## config.mk

```make
export PLATFORM = sky130hd
export DESIGN_NAME = hpi_regport
export DESIGN_NICKNAME = d
export VERILOG_FILES = /design/src/rtl/hpi_pkg.sv /design/src/rtl/hpi_strobe_dec.sv /design/src/rtl/hpi_byte_fifo.sv /design/src/rtl/hpi_regport.sv
export SDC_FILE = /design/constraint.sdc
export NUM_CORES = 1
export LEC_CHECK = 0
export ABC_AREA = 1
export BUFFER_PORTS_ARGS = -buffer_cell sky130_fd_sc_hd__buf_2
export CORE_MARGIN = 4
export CORE_UTILIZATION = 62
export CTS_BUF_LIST = sky130_fd_sc_hd__clkbuf_4 sky130_fd_sc_hd__clkbuf_8
export CTS_CLUSTER_SIZE = 40
export DETAILED_ROUTE_END_ITERATION = 6
export PLACE_DENSITY_LB_ADDON = 0.3
export SKIP_LAST_GASP = 1
export SYNTH_ARGS = -nofsm -noshare
export SYNTH_HDL_FRONTEND = slang
export SYNTH_SLANG_ARGS = --single-unit
```

## constraint.sdc

```tcl
create_clock -name clk -period 2.8 [get_ports clk]
set_input_delay 0.14 -clock clk [delete_from_list [all_inputs] [get_ports clk]]
set_output_delay 0.14 -clock clk [all_outputs]
set_load 0.005 [all_outputs]
```

## src/rtl/hpi_pkg.sv

```systemverilog
package hpi_pkg;
    localparam logic [1:0] ADDR_MSG  = 2'b00;
    localparam logic [1:0] ADDR_CTRL = 2'b01;
    localparam logic [1:0] ADDR_CMP  = 2'b10;
    localparam logic [1:0] ADDR_PCM  = 2'b11;

    typedef enum logic [1:0] {
        IDLE   = 2'd0,
        RD_ACT = 2'd1,
        WR_ACT = 2'd2
    } acc_state_t;
endpackage

```

## src/rtl/hpi_strobe_dec.sv

```systemverilog
module hpi_strobe_dec
    import hpi_pkg::*;
#(
    parameter int AW = 2,
    parameter int DW = 8
) (
    input  logic          clk,
    input  logic          rst_n,
    input  logic          bus_mode,
    input  logic          port_off,
    input  logic [AW-1:0] addr,
    input  logic          rd_n,
    input  logic          wr_n,
    input  logic          ds_n,
    input  logic          rnw,
    input  logic [DW-1:0] wdata,
    output logic          rd_active,
    output logic          rd_done,
    output logic          wr_done,
    output logic [AW-1:0] acc_addr,
    output logic [DW-1:0] acc_data
);
    logic [1:0] rd_sy, wr_sy, ds_sy, rnw_sy;
    logic       rd_req, wr_req;
    acc_state_t state, nxt;

    // two-flop synchronizers, reset to the idle (high) level
    always_ff @(posedge clk or negedge rst_n) begin
        if (!rst_n) begin
            rd_sy  <= 2'b11;
            wr_sy  <= 2'b11;
            ds_sy  <= 2'b11;
            rnw_sy <= 2'b11;
        end else begin
            rd_sy  <= {rd_sy[0], rd_n};
            wr_sy  <= {wr_sy[0], wr_n};
            ds_sy  <= {ds_sy[0], ds_n};
            rnw_sy <= {rnw_sy[0], rnw};
        end
    end

    always_comb begin
        if (bus_mode) begin
            rd_req = !ds_sy[1] &&  rnw_sy[1];
            wr_req = !ds_sy[1] && !rnw_sy[1];
        end else begin
            rd_req = !rd_sy[1] &&  wr_sy[1];
            wr_req = !wr_sy[1] &&  rd_sy[1];
        end
    end

    always_comb begin
        nxt = state;
        if (port_off) begin
            nxt = IDLE;
        end else begin
            unique case (state)
                IDLE:    if (rd_req) nxt = RD_ACT;
                         else if (wr_req) nxt = WR_ACT;
                RD_ACT:  if (!rd_req) nxt = IDLE;
                WR_ACT:  if (!wr_req) nxt = IDLE;
                default: nxt = IDLE;
            endcase
        end
    end

    // state register
    always_ff @(posedge clk or negedge rst_n) begin
        if (!rst_n) state <= IDLE;
        else        state <= nxt;
    end

    // outputs: trailing-edge pulses and access capture
    always_ff @(posedge clk or negedge rst_n) begin
        if (!rst_n) begin
            rd_done  <= 1'b0;
            wr_done  <= 1'b0;
            acc_addr <= '0;
            acc_data <= '0;
        end else begin
            rd_done <= !port_off && (state == RD_ACT) && (nxt == IDLE);
            wr_done <= !port_off && (state == WR_ACT) && (nxt == IDLE);
            if (rd_req || wr_req) begin
                acc_addr <= addr;
                acc_data <= wdata;
            end
        end
    end

    assign rd_active = (state == RD_ACT);
endmodule

```

## src/rtl/hpi_byte_fifo.sv

```systemverilog
module hpi_byte_fifo #(
    parameter int DW    = 8,
    parameter int DEPTH = 8,
    localparam int PW   = (DEPTH > 1) ? $clog2(DEPTH) : 1,
    localparam int LW   = $clog2(DEPTH + 1)
) (
    input  logic          clk,
    input  logic          rst_n,
    input  logic          push,
    input  logic [DW-1:0] din,
    input  logic          pop,
    output logic [DW-1:0] dout,
    output logic          full,
    output logic          empty,
    output logic [LW-1:0] level
);
    localparam logic [PW-1:0] LAST  = PW'(DEPTH - 1);
    localparam logic [LW-1:0] LFULL = LW'(DEPTH);

    logic [DW-1:0] mem [DEPTH];
    logic [PW-1:0] wp, rp;
    logic          do_push, do_pop;

    assign full    = (level == LFULL);
    assign empty   = (level == '0);
    assign do_push = push && !full;
    assign do_pop  = pop && !empty;
    assign dout    = mem[rp];

    always_ff @(posedge clk) begin
        if (do_push) mem[wp] <= din;
    end

    always_ff @(posedge clk or negedge rst_n) begin
        if (!rst_n) begin
            wp    <= '0;
            rp    <= '0;
            level <= '0;
        end else begin
            if (do_push) wp <= (wp == LAST) ? '0 : wp + 1'b1;
            if (do_pop)  rp <= (rp == LAST) ? '0 : rp + 1'b1;
            level <= level + LW'(do_push) - LW'(do_pop);
        end
    end
endmodule

```

## src/rtl/hpi_regport.sv

```systemverilog
module hpi_regport
    import hpi_pkg::*;
#(
    parameter int FIFO_DEPTH = 8,
    localparam int FIFO_LW   = $clog2(FIFO_DEPTH + 1)
) (
    input  logic               clk,
    input  logic               rst_n,
    input  logic               bus_mode,
    input  logic               ext_mem_en,
    input  logic [1:0]         addr,
    input  logic               rd_n,
    input  logic               wr_n,
    input  logic               ds_n,
    input  logic               rnw,
    input  logic [7:0]         wdata,
    output logic [7:0]         rdata,
    output logic               rdata_oe,
    output logic [7:0]         core_rx_data,
    output logic               core_rx_valid,
    input  logic               core_rx_take,
    input  logic [7:0]         core_tx_data,
    input  logic               core_tx_load,
    output logic               core_tx_ready,
    input  logic [FIFO_LW-1:0] pcm_thresh,
    input  logic [FIFO_LW-1:0] cmp_thresh,
    input  logic               pcm_pop,
    output logic [7:0]         pcm_data,
    output logic               pcm_empty,
    input  logic               cmp_pop,
    output logic [7:0]         cmp_data,
    output logic               cmp_empty
);
    localparam int NCH = 2; // channel 0 = compressed (10), channel 1 = PCM (11)

    logic             rd_active, rd_done, wr_done;
    logic [1:0]       acc_addr;
    logic [7:0]       acc_data;
    logic             in_ready, out_avail;
    logic [7:0]       rx_byte, tx_byte;
    logic [NCH-1:0]   ovf, hit, f_push, f_pop, f_full, f_empty;
    logic [7:0]       f_dout [NCH];
    logic [FIFO_LW-1:0] f_lvl [NCH];
    logic [FIFO_LW-1:0] f_thr [NCH];
    logic [7:0]       ctrl_byte;

    hpi_strobe_dec #(.AW(2), .DW(8)) dec_i (
        .clk(clk), .rst_n(rst_n), .bus_mode(bus_mode), .port_off(ext_mem_en),
        .addr(addr), .rd_n(rd_n), .wr_n(wr_n), .ds_n(ds_n), .rnw(rnw),
        .wdata(wdata), .rd_active(rd_active), .rd_done(rd_done),
        .wr_done(wr_done), .acc_addr(acc_addr), .acc_data(acc_data)
    );

    assign f_thr[0] = cmp_thresh;
    assign f_thr[1] = pcm_thresh;
    assign f_pop    = {pcm_pop, cmp_pop};

    for (genvar ch = 0; ch < NCH; ch++) begin : g_ch
        assign f_push[ch] = wr_done && acc_addr[1] && (acc_addr[0] == ch[0]);

        hpi_byte_fifo #(.DW(8), .DEPTH(FIFO_DEPTH)) fifo_i (
            .clk(clk), .rst_n(rst_n), .push(f_push[ch]), .din(acc_data),
            .pop(f_pop[ch]), .dout(f_dout[ch]), .full(f_full[ch]),
            .empty(f_empty[ch]), .level(f_lvl[ch])
        );

        always_ff @(posedge clk or negedge rst_n) begin
            if (!rst_n) begin
                hit[ch] <= 1'b0;
                ovf[ch] <= 1'b0;
            end else begin
                hit[ch] <= (f_lvl[ch] >= f_thr[ch]);
                if (f_push[ch] && f_full[ch])
                    ovf[ch] <= 1'b1;
                else if (wr_done && acc_addr == ADDR_CTRL && acc_data[5 - ch])
                    ovf[ch] <= 1'b0;
            end
        end
    end

    assign cmp_data  = f_dout[0];
    assign pcm_data  = f_dout[1];
    assign cmp_empty = f_empty[0];
    assign pcm_empty = f_empty[1];

    // message channel
    always_ff @(posedge clk or negedge rst_n) begin
        if (!rst_n) begin
            in_ready  <= 1'b1;
            out_avail <= 1'b0;
            rx_byte   <= '0;
            tx_byte   <= '0;
        end else begin
            if (wr_done && acc_addr == ADDR_MSG && in_ready) begin
                rx_byte  <= acc_data;
                in_ready <= 1'b0;
            end else if (core_rx_take) begin
                in_ready <= 1'b1;
            end
            if (rd_done && acc_addr == ADDR_MSG) begin
                out_avail <= 1'b0;
            end else if (core_tx_load && !out_avail) begin
                tx_byte   <= core_tx_data;
                out_avail <= 1'b1;
            end
        end
    end

    assign core_rx_data  = rx_byte;
    assign core_rx_valid = !in_ready;
    assign core_tx_ready = !out_avail;

    assign ctrl_byte = {2'b00, ovf[0], ovf[1], hit[0], hit[1], out_avail, in_ready};

    always_comb begin
        unique case (addr)
            ADDR_MSG:  rdata = out_avail ? tx_byte : 8'h00;
            ADDR_CTRL: rdata = ctrl_byte;
            default:   rdata = 8'h00;
        endcase
    end

    assign rdata_oe = rd_active && !ext_mem_en;
endmodule

```

==> flow_summary.toml, run 1 <==
[run_status]
outcome = "finished, final reports clean"

[pwr]
vdd_drop_max_mv = 0.551
swShare = 0.360
p_per_area_nw_per_um2 = 841
leakage_nw = 4.58
combinationalPowerShare = 0.319
power_switching_w = 0.00296
intPower_w = 0.00527
p_seq_frac = 0.458
clkPwrFrac = 0.223

[critical_path]
worstSetupPathType = "register to output port"
crit_path_max_fanout = 21
critPathArrivalTime_ns = 2.05
critPathLaunchType = "register"
critical_path_required_ns = 2.66
worstSetupEndpointType = "output port"

[global_routing]
gr-usage-met2 = 0.398
grtUsageTotal = 0.235
grt-busiest-layer = "met2"
grt_pass1_wl_mm = 29.4
grtUsageMet1 = 0.311
first_global_vias = 6045
grt-ovfl-total = 0
grt_max_degree = 39
antenna_found_initial = 0
use_met3 = 0.0449

[route]
drc_errors = 0
drt_first_pass_iters = 5
drt-vias-per-instance = 5.25
finalWirelength_mm = 17.8
wl_per_cell_um = 15.5
drtAntennaViolNets = 0
initialDrtViolationCount = 485
vias = 6017

[sta]
fin_setup_tns_ns = 0
post-route-min-period_ns = 2.19
fmax_mhz = 457
max_slew_margin = 0.494
setup_violations = 0
hold_violations = 0
drv_slew = 0
worstMarginPinSlew_ns = 0.756
rsz0062_at_grt = "false"
finClkSkew_ns = 0.0114
finalCritPeriodShare = 0.782

[final_layout]
mostFrequentLayoutCell = "nand2_1"
final_nets = 1025
area_delta_synth_final_pct = 13.7
drive_gt1_frac = 0.165
final_cell_mix = "322 x nand2_1, 128 x edfxtp_1, 89 x inv_1, 74 x buf_2, 55 x dfrtp_1"
insertedDiodeCount = 0
layoutNonFillerInstCount = 1146

[clock_tree]
cts-buffers-inserted = 17
cts_sinks = 192
cts_root_buffer = "clkbuf_8"
cts_tree = "built"
cts.clk_slew.worst_paths_ns = 0.09
htreeDepth = 4
cts_buffer_depth = 2
clock_latency_ns = 0.45
cts_resized = 0

[yosys]
synth_nets = 917
mappedNetlistArea_um2 = 8620
avgSynthCellArea_um2 = 10.1
ys_seq_area_frac = 0.633
synth-seq-cells = 192
synth_cells = 849
yosysUniqueCellTypes = 34
synth_warnings = 0

[floorplan]
rows = 42
die_y_um = 126
die_w_um = 126
io-pin-count = 75
dieArea_um2 = 15800
start_util = 0.643
coreArea_um2 = 13400

[worst_hold_path]
worstHoldPathType = "input pin to register"

[place]
place_congestion = 0.801
post-dp-hpwl_mm = 11.3
placed_cells = 1087
io_buffers = 74

[job]
cap_violations = 0
[power by group through the flow]
| stage | registers (W) | clock network (W) | logic (W) |
|---|---|---|---|
| final | 0.00377 | 0.00184 | 0.00263 |
| after global routing | 0.00382 | 0.00197 | 0.00300 |
| after CTS | 0.00376 | 0.00185 | 0.00263 |
| after detailed placement | 0.00382 | 0 | 0.00258 |
| after global placement | 0.00380 | 0 | 0.00252 |
| after floorplan | 0.00361 | 0 | 0.00200 |
[state kept, by name, indices dropped and copies added, names as in the netlist]
| signal | cells |
|---|---|
| dec_i.rnw_sy | 2 |
| tx_byte | 8 |
| g_ch.fifo_i.rp | 6 |
| dec_i.state | 2 |
| out_avail | 1 |
| g_ch.fifo_i.mem | 128 |
| dec_i.ds_sy | 2 |
| dec_i.wr_done | 1 |
| dec_i.acc_addr | 2 |
| g_ch.fifo_i.level | 8 |
| in_ready | 1 |
| ctrl_byte | 4 |
| dec_i.acc_data | 8 |
| dec_i.rd_sy | 2 |
| core_rx_data | 8 |
| g_ch.fifo_i.wp | 6 |
| dec_i.wr_sy | 2 |
| dec_i.rd_done | 1 |
[synthesized netlist by cell type]
library cell | instances | share of area
edfxtp_1 | 128 | 0.45
dfrtp_1 | 55 | 0.16
nor3b_1 | 1 | 0.00087
nand2_4 | 1 | 0.0013
inv_4 | 2 | 0.0015
buf_6 | 9 | 0.012
dfstp_2 | 9 | 0.027
buf_4 | 6 | 0.0052
nor2_1 | 39 | 0.017
nor2_4 | 2 | 0.0026
o31ai_1 | 2 | 0.0017
nor2_2 | 1 | 0.00073
buf_2 | 12 | 0.0070
ha_1 | 28 | 0.041
nand2_1 | 322 | 0.14
nand3_1 | 45 | 0.026
xor2_1 | 1 | 0.0010
inv_1 | 89 | 0.039
o21ai_2 | 11 | 0.011
fa_1 | 2 | 0.0046
a21oi_1 | 4 | 0.0023
or2_2 | 1 | 0.00073
o21ai_1 | 21 | 0.012
nand3_4 | 1 | 0.0020
nand4_1 | 2 | 0.0015
nor3_1 | 9 | 0.0052
o21a_1 | 1 | 0.00087
inv_2 | 4 | 0.0017
clkinv_8 | 1 | 0.0019
xnor2_1 | 3 | 0.0031
o21bai_1 | 2 | 0.0017
o21ai_0 | 26 | 0.015
nand2_2 | 7 | 0.0051
clkinv_1 | 2 | 0.00087
[routing by layer]
layer | part of all wire | routed length, µm
met5 | 0 | 0
met2 | 0.51 | 9170
met1 | 0.41 | 7260
met4 | 0.017 | 295
met3 | 0.062 | 1100
[worst paths after layout]
path,start,endpoint,slack (ns),depth (start not counted)
worst max-delay path,g_ch[0].fifo_i.rp[0]$_DFFE_PN0P_,cmp_data[5],0.61,8
worst min-delay path,pcm_pop,g_ch[1].fifo_i.rp[1]$_DFFE_PN0P_,0.08,4
worst max register to register,g_ch[0].fifo_i.level[2]$_DFF_PN0_,g_ch[0].fifo_i.level[2]$_DFF_PN0_,0.64,11
worst min register to register,dec_i.wr_sy[0]$_DFF_PN1_,dec_i.wr_sy[1]$_DFF_PN1_,0.36,0
max in group asynchronous,rst_n,in_ready$_DFFE_PN1P_,1.66,3
min in group asynchronous,rst_n,g_ch[0].fifo_i.level[2]$_DFF_PN0_,0.22,2
[layout make-up]
cell class,instances,area [µm²]
Timing Repair Buffer,116,753
Tap cell,176,220
Clock inverter,14,168
Sequential cell,192,5460
Clock buffer,18,241
Fill cell,927,3610
Inverter,98,385
Multi-Input combinational cell,532,2570
[metrics by stage]
step / utilization / power (W) / hold slack [ns] / cell area (µm²) / setup slack, ns
finish: 0.731 / 0.00823 / 0.0792 / 9790 / 0.610
global route: 0.731 / 0.00879 / 0.110 / 9790 / 0.438
floorplan: - / 0.00561 / -0.156 / 8620 / 0.840
CTS: 0.731 / 0.00824 / 0.0479 / 9790 / 0.583
detailed placement: 0.680 / 0.00640 / 0.170 / 9110 / 0.666
global placement: 0.680 / 0.00632 / 0.172 / 9110 / 0.740
[critical path, cell delays in order, from the launching register on]
cell	delay, ns
dfrtp_1	0.70
buf_4	0.35
nand2_1	0.09
nand2_1	0.10
nand2_1	0.05
o21ai_1	0.08
nand2_1	0.07
nand2_1	0.06
buf_2	0.11
[cells by family after synthesis]
family | Yosys count | synth area share
buffers and inverters | 125 | 0.0687
xor gates and xnor gates | 4 | 0.00407
DFF | 192 | 0.633
and+or+nand+nor | 431 | 0.203
AOI/OAI and AO/OA | 67 | 0.0452
adders and majority gates | 30 | 0.0453
[what timing repair did]
action | 4_1_cts | 5_1_grt
hold endpoints to repair | 47 | 0
setup buffers | 0 | 0
hold buffers | 27 | 0
setup endpoints to repair | 0 | 0
Note: power is estimated with default switching activity, not from simulation.
==> run 2: changes to the inputs <==
- CORE_UTILIZATION: 62 -> 56
- clock period: 2.8 -> 1.8 ns (I/O delays scaled with it)
==> run 2 against run 1 <==
  * The run now ends with negative setup slack left
  * Non-clock buffer count grew 57
  * Global-route usage down 1.3 points
  * Largest cell class unchanged
  * Die area rose by 10%
  * Routed wire length rose by 13%
==> flow_summary.toml, run 2 (synthesis gave the netlist of run 1 again) <==
[clock_tree]
cts.clk_slew.worst_paths_ns = 0.09
cts_sinks = 192
htreeDepth = 4
cts-buffers-inserted = 17
cts_root_buffer = "clkbuf_8"
cts_tree = "built"
clock_latency_ns = 0.46
cts_buffer_depth = 2

[global_routing]
grt-ovfl-total = 0
grt_max_degree = 61
antenna_found_initial = 0
grtUsageTotal = 0.223
grt_pass1_wl_mm = 30.3
first_global_vias = 6095

[route]
drt-vias-per-instance = 5.21
drc_errors = 0
finalWirelength_mm = 20.2
wl_per_cell_um = 16.5
drt_first_pass_iters = 7
drtAntennaViolNets = 0
vias = 6371
initialDrtViolationCount = 474

[run_status]
outcome = "finished with violations"
violations = "negative setup slack"

[critical_path]
crit_start = "g_ch[0].fifo_i.level[2]$_DFF_PN0_"
critPathArrivalTime_ns = 2.29
critPathLaunchType = "register"
cp-endpoint = "g_ch[0].fifo_i.level[1]$_DFF_PN0_"
r2r_end = "g_ch[0].fifo_i.level[1]$_DFF_PN0_"
reg2reg_from = "g_ch[0].fifo_i.level[2]$_DFF_PN0_"
worstSetupEndpointType = "register"
crit_path_max_fanout = 3
worstSetupPathType = "register to register"
reg2reg_depth = 11
critical_path_required_ns = 2.16
r2r_setup_slack_ns = -0.13

[place]
io_buffers = 74
place_congestion = 0.820
post-dp-hpwl_mm = 12.1
dpl_cell_area_um2 = 9490
pre_cts_slack_ns = -0.0991

[final_layout]
nFillCells = 955
final_nets = 1089
drive_gt1_frac = 0.337
multi_input_area_um2 = 3070
mostFrequentLayoutCell = "nand2_1"
largest_reg_flops = 128
insertedDiodeCount = 0
area_delta_synth_final_pct = 27.8
fin_area_um2 = 11000
seqCellArea_um2 = 5460
top_register = "g_ch.fifo_i.mem"
final_cell_mix = "240 x nand2_1, 128 x edfxtp_1, 79 x inv_1, 74 x buf_2, 62 x nand2_2"

[sta]
rsz0062_at_grt = "true"
finClkSkew_ns = 0.0114
hold_violations = 0
setup_violations = 12
drv_slew = 0
worstMarginPinSlew_ns = 0.747
finalCritPeriodShare = 1.07
post-route-min-period_ns = 1.93
fmax_mhz = 518
worst_slack_ns = -0.129
max_slew_margin = 0.502

[pwr]
leakage_nw = 5.08
vdd_drop_max_mv = 0.839
p_per_area_nw_per_um2 = 1350

[floorplan]
dieArea_um2 = 17400
coreArea_um2 = 15100
rows = 45
die_w_um = 132
start_util = 0.569
die_y_um = 132
io-pin-count = 75

[worst_hold_path]
worstHoldPathType = "input pin to register"

[job]
cap_violations = 0
## run 2: changes by cell type in the layout (fill, tap and decap cells not counted), sizes merged
cell	previous run	this run
buf	89	146
clkinvlp	2	7
inv	95	97
## run 2: critical path, stage by stage (launching register included)
cell and delay (ns):
dfrtp_1 0.40, inv_2 0.10, ha_4 0.13, nand3_2 0.08, nand2_2 0.09, inv_2 0.05, ha_4 0.22, inv_4 0.06
ha_4 0.13, inv_2 0.03, fa_2 0.51, inv_1 0.04
## run 2: worst min-delay path by stage
stage / from / end / slack, ns / depth (start not counted)
final: pcm_thresh[0] / ctrl_byte[2]$_DFF_PN0_ / 0.02 / 4
after global routing: cmp_thresh[0] / ctrl_byte[3]$_DFF_PN0_ / 0.05 / 4
after global placement: rst_n / g_ch[0].fifo_i.rp[2]$_DFFE_PN0P_ / -0.07 / 1
after floorplan: rst_n / core_rx_data[0]$_DFFE_PN0P_ / -0.21 / 0
after detailed placement: rst_n / g_ch[0].fifo_i.rp[0]$_DFFE_PN0P_ / -0.07 / 1
after CTS: pcm_thresh[0] / ctrl_byte[2]$_DFF_PN0_ / 0.01 / 4
## run 2: per-stage QoR
| stage | utilization | hold WS, ns | instances | power (W) | TNS (ns) |
|---|---|---|---|---|---|
| floorplan | - | -0.206 | 849 | 0.00888 | -4.07 |
| global placement | 0.626 | -0.0727 | 1133 | 0.0102 | -0.0490 |
| detailed placement | 0.626 | -0.0673 | 1133 | 0.0104 | -0.191 |
| CTS | 0.692 | 0.0108 | 1214 | 0.0139 | -0.280 |
| global route | 0.727 | 0.0529 | 1222 | 0.0158 | -3.94 |
| finish | 0.727 | 0.0231 | 1222 | 0.0148 | -0.492 |
## run 2: power breakdown
| part | switching (W) | leakage [nW] | internal, W | total (W) |
|---|---|---|---|---|
| Sequential | 0.000480 | 1.93 | 0.00524 | 0.00572 |
| Combinational | 0.00365 | 2.96 | 0.00259 | 0.00624 |
| Clock | 0.00148 | 0.193 | 0.00140 | 0.00289 |
| Total | 0.00561 | 5.08 | 0.00923 | 0.0148 |
## run 2: final cells by class
type                    count  share of cell area
flip-flops and latches    192               0.496
multi-input cells         532               0.279
clock inverters            14              0.0150
well taps                 188              0.0214
repair inverters            7             0.00921
repair buffers            173               0.118
inverters                  98              0.0394
clock buffers              18              0.0225
## run 2: repair_timing
action                                 CTS  global route
setup endpoints to repair               28           105
resized for setup                       43           146
pin swaps                               12            48
cloned                                   5             4
endpoints found under the hold margin   83             0
setup buffers                           17             9
hold buffers                            27             0
## run 2: routing by layer
metal	share of wire	vias up	wire, µm	global-route usage
met5	0	-	0	0
met4	0.027	0	536	0.0793
li1	-	3082	-	-
met2	0.52	245	10500	0.388
met3	0.065	45	1320	0.0431
met1	0.39	2999	7870	0.279
